### src/rtl/resv_monitor_pkg.sv
package resv_monitor_pkg;

  typedef enum logic [1:0] {
    OP_LOAD_EX  = 2'd0,
    OP_STORE    = 2'd1,
    OP_STORE_EX = 2'd2,
    OP_IDLE     = 2'd3
  } monOp_e;

  // One-hot decoded operation handed from control to the entry array
  typedef struct packed {
    logic loadEx;
    logic store;
    logic storeEx;
  } monStrobe_t;

endpackage

### src/rtl/resv_monitor_ctrl.sv
module resv_monitor_ctrl
  import resv_monitor_pkg::*;
#(
  parameter int NUM_AGENTS = 4,
  parameter int AGENT_W    = (NUM_AGENTS > 1) ? $clog2(NUM_AGENTS) : 1
) (
  input  logic                  clk,
  input  logic                  rst,
  input  logic                  reqValid,
  input  logic [AGENT_W-1:0]    reqAgent,
  input  logic [1:0]            reqOp,
  input  logic                  dropValid,
  input  logic [AGENT_W-1:0]    dropAgent,
  input  logic                  grantPass,
  output monStrobe_t            strobe,
  output logic [NUM_AGENTS-1:0] reqSel,
  output logic [NUM_AGENTS-1:0] dropSel,
  output logic                  verdictValid,
  output logic                  verdictPass
);

  always_comb begin
    strobe = '0;
    if (reqValid) begin
      unique case (monOp_e'(reqOp))
        OP_LOAD_EX:  strobe.loadEx  = 1'b1;
        OP_STORE:    strobe.store   = 1'b1;
        OP_STORE_EX: strobe.storeEx = 1'b1;
        default:     strobe = '0;
      endcase
    end
  end

  for (genvar i = 0; i < NUM_AGENTS; i++) begin : g_sel
    assign reqSel[i]  = (reqAgent  == AGENT_W'(i));
    assign dropSel[i] = dropValid && (dropAgent == AGENT_W'(i));
  end

  always_ff @(posedge clk) begin
    if (rst) begin
      verdictValid <= 1'b0;
      verdictPass  <= 1'b0;
    end else begin
      verdictValid <= strobe.storeEx;
      verdictPass  <= strobe.storeEx && grantPass;
    end
  end

endmodule

### src/rtl/resv_monitor_entries.sv
module resv_monitor_entries
  import resv_monitor_pkg::*;
#(
  parameter int NUM_AGENTS      = 4,
  parameter int ADDR_W          = 16,
  parameter int GRAN_BYTES      = 64,
  parameter int FAIL_PERIOD_MAX = 15
) (
  input  logic                  clk,
  input  logic                  rst,
  input  monStrobe_t            strobe,
  input  logic [NUM_AGENTS-1:0] reqSel,
  input  logic [NUM_AGENTS-1:0] dropSel,
  input  logic [ADDR_W-1:0]     reqAddr,
  output logic                  grantPass
);

  localparam int GRAN_LOG2 = $clog2(GRAN_BYTES);
  localparam int CNT_W     = $clog2(FAIL_PERIOD_MAX + 1);
  localparam logic [ADDR_W-1:0] GRAN_MASK = {ADDR_W{1'b1}} << GRAN_LOG2;

  logic                  isExcl   [NUM_AGENTS];
  logic                  isMember [NUM_AGENTS];
  logic [ADDR_W-1:0]     tagAddr  [NUM_AGENTS];
  logic [CNT_W-1:0]      failCnt  [NUM_AGENTS];

  logic [NUM_AGENTS-1:0] exactHit;
  logic [NUM_AGENTS-1:0] forcedFail;
  logic [NUM_AGENTS-1:0] passVec;
  logic [NUM_AGENTS-1:0] snoopHit;
  logic                  anyPass;

  assign anyPass   = |passVec;
  assign grantPass = anyPass;

  for (genvar i = 0; i < NUM_AGENTS; i++) begin : g_entry
    assign exactHit[i]   = strobe.storeEx && reqSel[i] && isExcl[i] &&
                           (tagAddr[i] == reqAddr);
    assign forcedFail[i] = exactHit[i] && (failCnt[i] >= CNT_W'(FAIL_PERIOD_MAX));
    assign passVec[i]    = exactHit[i] && !forcedFail[i];
    assign snoopHit[i]   = !reqSel[i] && isMember[i] && isExcl[i] &&
                           ((tagAddr[i] & GRAN_MASK) == (reqAddr & GRAN_MASK));

    always_ff @(posedge clk) begin
      if (rst || dropSel[i]) begin
        isExcl[i]   <= 1'b0;
        isMember[i] <= 1'b0;
        tagAddr[i]  <= '0;
        failCnt[i]  <= '0;
      end else begin
        if (strobe.loadEx && reqSel[i]) begin
          isExcl[i]   <= 1'b1;
          isMember[i] <= 1'b1;
          tagAddr[i]  <= reqAddr;
        end
        if (strobe.store && isMember[i]) begin
          isExcl[i]  <= 1'b0;
          tagAddr[i] <= '0;
        end
        if (strobe.storeEx && reqSel[i]) begin
          isExcl[i]  <= 1'b0;
          tagAddr[i] <= '0;
          if (exactHit[i]) begin
            failCnt[i] <= forcedFail[i] ? '0 : failCnt[i] + 1'b1;
          end
        end
        if (strobe.storeEx && anyPass && snoopHit[i]) begin
          isExcl[i]  <= 1'b0;
          tagAddr[i] <= '0;
        end
      end
    end
  end

endmodule

### src/rtl/resv_monitor.sv
module resv_monitor
  import resv_monitor_pkg::*;
#(
  parameter int NUM_AGENTS      = 4,
  parameter int ADDR_W          = 16,
  parameter int GRAN_BYTES      = 64,
  parameter int FAIL_PERIOD_MAX = 15,
  parameter int AGENT_W         = (NUM_AGENTS > 1) ? $clog2(NUM_AGENTS) : 1
) (
  input  logic               clk,
  input  logic               rst,
  input  logic               reqValid,
  input  logic [AGENT_W-1:0] reqAgent,
  input  logic [1:0]         reqOp,
  input  logic [ADDR_W-1:0]  reqAddr,
  input  logic               dropValid,
  input  logic [AGENT_W-1:0] dropAgent,
  output logic               verdictValid,
  output logic               verdictPass
);

  monStrobe_t            strobe;
  logic [NUM_AGENTS-1:0] reqSel;
  logic [NUM_AGENTS-1:0] dropSel;
  logic                  grantPass;

  resv_monitor_ctrl #(
    .NUM_AGENTS(NUM_AGENTS),
    .AGENT_W   (AGENT_W)
  ) i_ctrl (
    .clk         (clk),
    .rst         (rst),
    .reqValid    (reqValid),
    .reqAgent    (reqAgent),
    .reqOp       (reqOp),
    .dropValid   (dropValid),
    .dropAgent   (dropAgent),
    .grantPass   (grantPass),
    .strobe      (strobe),
    .reqSel      (reqSel),
    .dropSel     (dropSel),
    .verdictValid(verdictValid),
    .verdictPass (verdictPass)
  );

  resv_monitor_entries #(
    .NUM_AGENTS     (NUM_AGENTS),
    .ADDR_W         (ADDR_W),
    .GRAN_BYTES     (GRAN_BYTES),
    .FAIL_PERIOD_MAX(FAIL_PERIOD_MAX)
  ) i_entries (
    .clk      (clk),
    .rst      (rst),
    .strobe   (strobe),
    .reqSel   (reqSel),
    .dropSel  (dropSel),
    .reqAddr  (reqAddr),
    .grantPass(grantPass)
  );

endmodule

### config.mk
export PLATFORM = sky130hd
export DESIGN_NAME = resv_monitor
export DESIGN_NICKNAME = d
export VERILOG_FILES = /design/src/rtl/resv_monitor_pkg.sv /design/src/rtl/resv_monitor_ctrl.sv /design/src/rtl/resv_monitor_entries.sv /design/src/rtl/resv_monitor.sv
export SDC_FILE = /design/constraint.sdc
export NUM_CORES = 1
export LEC_CHECK = 0
export BUFFER_PORTS_ARGS = -buffer_cell sky130_fd_sc_hd__buf_2
export CORE_UTILIZATION = 30
export CTS_CLUSTER_SIZE = 14
export DETAILED_ROUTE_END_ITERATION = 12
export HOLD_SLACK_MARGIN = 0.15
export PLACE_DENSITY = 0.5
export SLEW_MARGIN = 25
export SYNTH_ARGS = -nofsm -noshare
export SYNTH_HDL_FRONTEND = slang
export SYNTH_SLANG_ARGS = --single-unit
### constraint.sdc
create_clock -name clk -period 2.99 [get_ports clk]
set_input_delay 0.598 -clock clk [delete_from_list [all_inputs] [get_ports clk]]
set_output_delay 0.598 -clock clk [all_outputs]
set_load 0.01 [all_outputs]
==> flow_summary_export.csv <==
group,metric,value,unit
clocking,cts_max_path_buffers,2,
critical_path,worstPathArrival,2.38,ns
timing,worstMarginPinSlew,0.633,ns
clocking,clkSinkCount,90,
floorplanning,row_count,44,
detailed_routing,totalWireLength,9560,microns
critical_path,crit_path_cell_trace,"buf_2 -> nand3b_4 -> or4_1 -> nor3_1 -> a22oi_1 -> nand3_2 -> a41o_1 -> buf_12",
clocking,postCtsHoldBufs,0,
critical_path,r2r-end,"i_entries.tagAddr[3][12]",
detailed_routing,drt_iter0_drc,185,
clocking,cts_tree,"yes",
synthesis,syn-instance-count,376,
power,p_per_area,532,nW/um^2
detailed_routing,dr_total_vias,2783,
placed_design,routabilityCongestion,0.821,
timing,period_share,78.1,%
critical_path,rrSetupSlack,0.74,ns
floorplanning,num_io_pins,28,
clocking,h-tree-depth,3,
run_status,violations,"design-rule violations",
global_routing,grt_max_degree,19,
hold_path,hold_path_class,"flip-flop to flip-flop",
critical_path,critical_path_class,"input pin to flip-flop",
global_routing,grtUsageTotal,13.5,%
cells_and_area,layout_commonest_cell,"edfxtp_1",
critical_path,timing.rr.start,"i_entries.tagAddr[2][0]",
critical_path,cp_slowest_cell,"or4_1",
floorplanning,die_w,126,microns
global_routing,grt-ovfl-total,0,
timing,fin_skew,0.0129,ns
timing,drv_slew,0,
detailed_routing,drtAntennaViolNets,0,
critical_path,crit_path_max_fanout,17,
clocking,numCtsBuffers,9,
synthesis,synth_area_per_cell,12.2,sq um
floorplanning,start_util,31.2,%
run_status,status,"complete, but fails checks",
floorplanning,die_h,126,microns
timing,hold_violations,0,
critical_path,required,3.04,ns
cells_and_area,antenna_cells,0,
synthesis,mappedNetlistNets,406,
synthesis,synth_warnings,0,
clocking,cts_root_buf,"clkbuf_16",
placed_design,io_buffers,27,
cells_and_area,drive_gt1_share,16.2,%
synthesis,ys_ff_latch,90,
cells_and_area,n_fill_cell,1431,
synthesis,synth_area,4580,sq um
timing,fin_setup_tns,0,ns
clocking,clkLatencyLatePin,0.35,ns
clocking,postCtsSetupBuffers,0,
critical_path,crit_path_max_incr_delay,0.58,ns
clocking,clkSlewWorstSetupHoldPaths,0.06,ns
power,p_leak,1.95,nW
global_routing,antenna_found_initial,0,
floorplanning,core,14700,sq um
detailed_routing,wire_per_inst,16.2,microns
timing,fin_crit,2.34,ns
clocking,cts_resized,0,
placed_design,post-dp-hpwl,6830,microns
detailed_routing,drc_errors,5,
critical_path,critical_path.endpoint,"i_entries.tagAddr[3][12]",
timing,rsz0062_at_grt,"no",
critical_path,cp-start-kind,"input pin",
global_routing,grt_pass1_vias,2822,
cells_and_area,nets,432,
timing,fmax,428,MHz
critical_path,startpoint,"reqOp[0]",
detailed_routing,drtPass1Iterations,8,
job,timing.max_cap.violations,0,
timing,hold_ws,0.499,ns
timing,relSlewSlack,57.8,%
power,vdd_ir_drop_max,0.334,mV
cells_and_area,final_cell_mix,"edfxtp_1 (87), and2_1 (63), xnor2_1 (45)",
synthesis,ys_seq_area_share,58.4,%
synthesis,synth_cell_types,41,
global_routing,grt_pass1_wl,15800,microns
timing,finalSetupViolations,0,
floorplanning,dieArea,15800,sq um
detailed_routing,vias_per_cell,4.71,
critical_path,cp-end-kind,"flip-flop",
cells_and_area,syn_to_final_growth,13.6,%
critical_path,reg2regPathDepth,7,
metrics by stage:
stage                     power, mW  instance area, sq um  setup slack (ns)  utilization (%)  cells
final                          2.77                  5200             0.655             35.4    591
after global routing           2.90                  5200             0.585             35.4    591
after CTS                      2.81                  5200             0.679             35.4    591
after detailed placement       1.76                  4930             0.318             33.6    575
after global placement         1.76                  4930             0.387             33.6    575
after floorplan                1.67                  4580             0.309                -    376
cell usage after synthesis:
cell	n	area, sq um
and3_1	1	6.26
clkbuf_1	4	15.0
edfxtp_1	87	2610
nand2_1	13	48.8
clkbuf_8	2	27.5
a31oi_1	2	12.5
a41o_1	2	20.0
nand3_2	1	10.0
and3_2	1	7.51
or3b_2	1	8.76
a22oi_1	3	22.5
and4b_1	1	10.0
a21oi_1	3	15.0
a21o_2	1	8.76
nor2b_1	1	6.26
nand4_1	12	75.1
buf_6	2	22.5
inv_1	7	26.3
and2_1	63	394
nand3b_1	1	7.51
and2_2	4	30.0
or4_4	1	11.3
or4_1	2	15.0
and2b_2	1	8.76
nor3_1	9	45.0
nor4_1	5	31.3
o21ai_0	4	20.0
ha_1	4	50.1
or2_2	1	6.26
dfxtp_1	3	60.1
nand3b_4	1	20.0
xnor2_1	45	394
a21o_1	1	7.51
xor2_1	27	236
nand3_1	13	65.1
nand2b_1	1	6.26
buf_4	1	7.51
or3_4	1	11.3
a31o_2	3	26.3
nor2_1	28	105
buf_2	13	65.1
report_power, final:
| group | leakage (nW) | switching, mW | internal, mW |
|---|---|---|---|
| clock | 0.134 | 0.475 | 0.562 |
| combinational | 0.873 | 0.140 | 0.105 |
| sequential | 0.947 | 0.0323 | 1.45 |
cell families (layout without fill, tap and decap cells):
family	after synthesis	in the layout	synth area share, %
adders and majority gates	4	4	1.09
and+or+nand+nor	162	162	20.3
AOI/OAI and AO/OA	19	19	2.90
xor gates and xnor gates	72	72	13.8
buffers and inverters	29	60	3.58
DFF	90	90	58.4
state kept, by name (all words and copies together) (netlist names):
| register | count |
|---|---|
| i_ctrl.verdictPass | 1 |
| i_entries.isMember | 4 |
| i_entries.failCnt | 16 |
| i_entries.tagAddr | 64 |
| i_ctrl.verdictValid | 1 |
| i_entries.isExcl | 4 |
final cells by class:
| cell class | instances | area [sq um] | share of cell area, % |
|---|---|---|---|
| sequential | 90 | 2670 | 51.4 |
| clock inverter | 7 | 45.0 | 0.866 |
| clock buffer | 9 | 225 | 4.33 |
| inverter | 7 | 26.3 | 0.505 |
| multi-input combinational | 257 | 1740 | 33.5 |
| tap | 184 | 230 | 4.43 |
| timing repair buffer | 37 | 260 | 5.00 |
how the worst min path moves through the flow:
stage / start / to / cells past startpoint
floorplan: i_entries.isMember[2] / i_entries.isMember[2] / 1
global placement: i_entries.isMember[2] / i_entries.isMember[2] / 1
detailed placement: i_entries.isMember[2] / i_entries.isMember[2] / 1
CTS: i_entries.isMember[2] / i_entries.isMember[2] / 1
global route: i_entries.isMember[2] / i_entries.isMember[2] / 1
finish: i_entries.isMember[2] / i_entries.isMember[2] / 1
layer usage:
| metal | vias to the layer above | global-route usage, % | wire, microns |
|---|---|---|---|
| li1 | 1356 | - | - |
| met1 | 1369 | 18.9 | 4770 |
| met2 | 53 | 20.1 | 4230 |
| met3 | 5 | 4.15 | 455 |
| met4 | 0 | 3.87 | 102 |
| met5 | - | 0 | 0 |
critical path: cells and delay by family:
kind,cells,cell delay [ns]
buffers and inverters,2,0.29
and+or+nand+nor,4,1.12
AOI/OAI and AO/OA,2,0.36
Note: power is estimated with default switching activity, not from simulation.
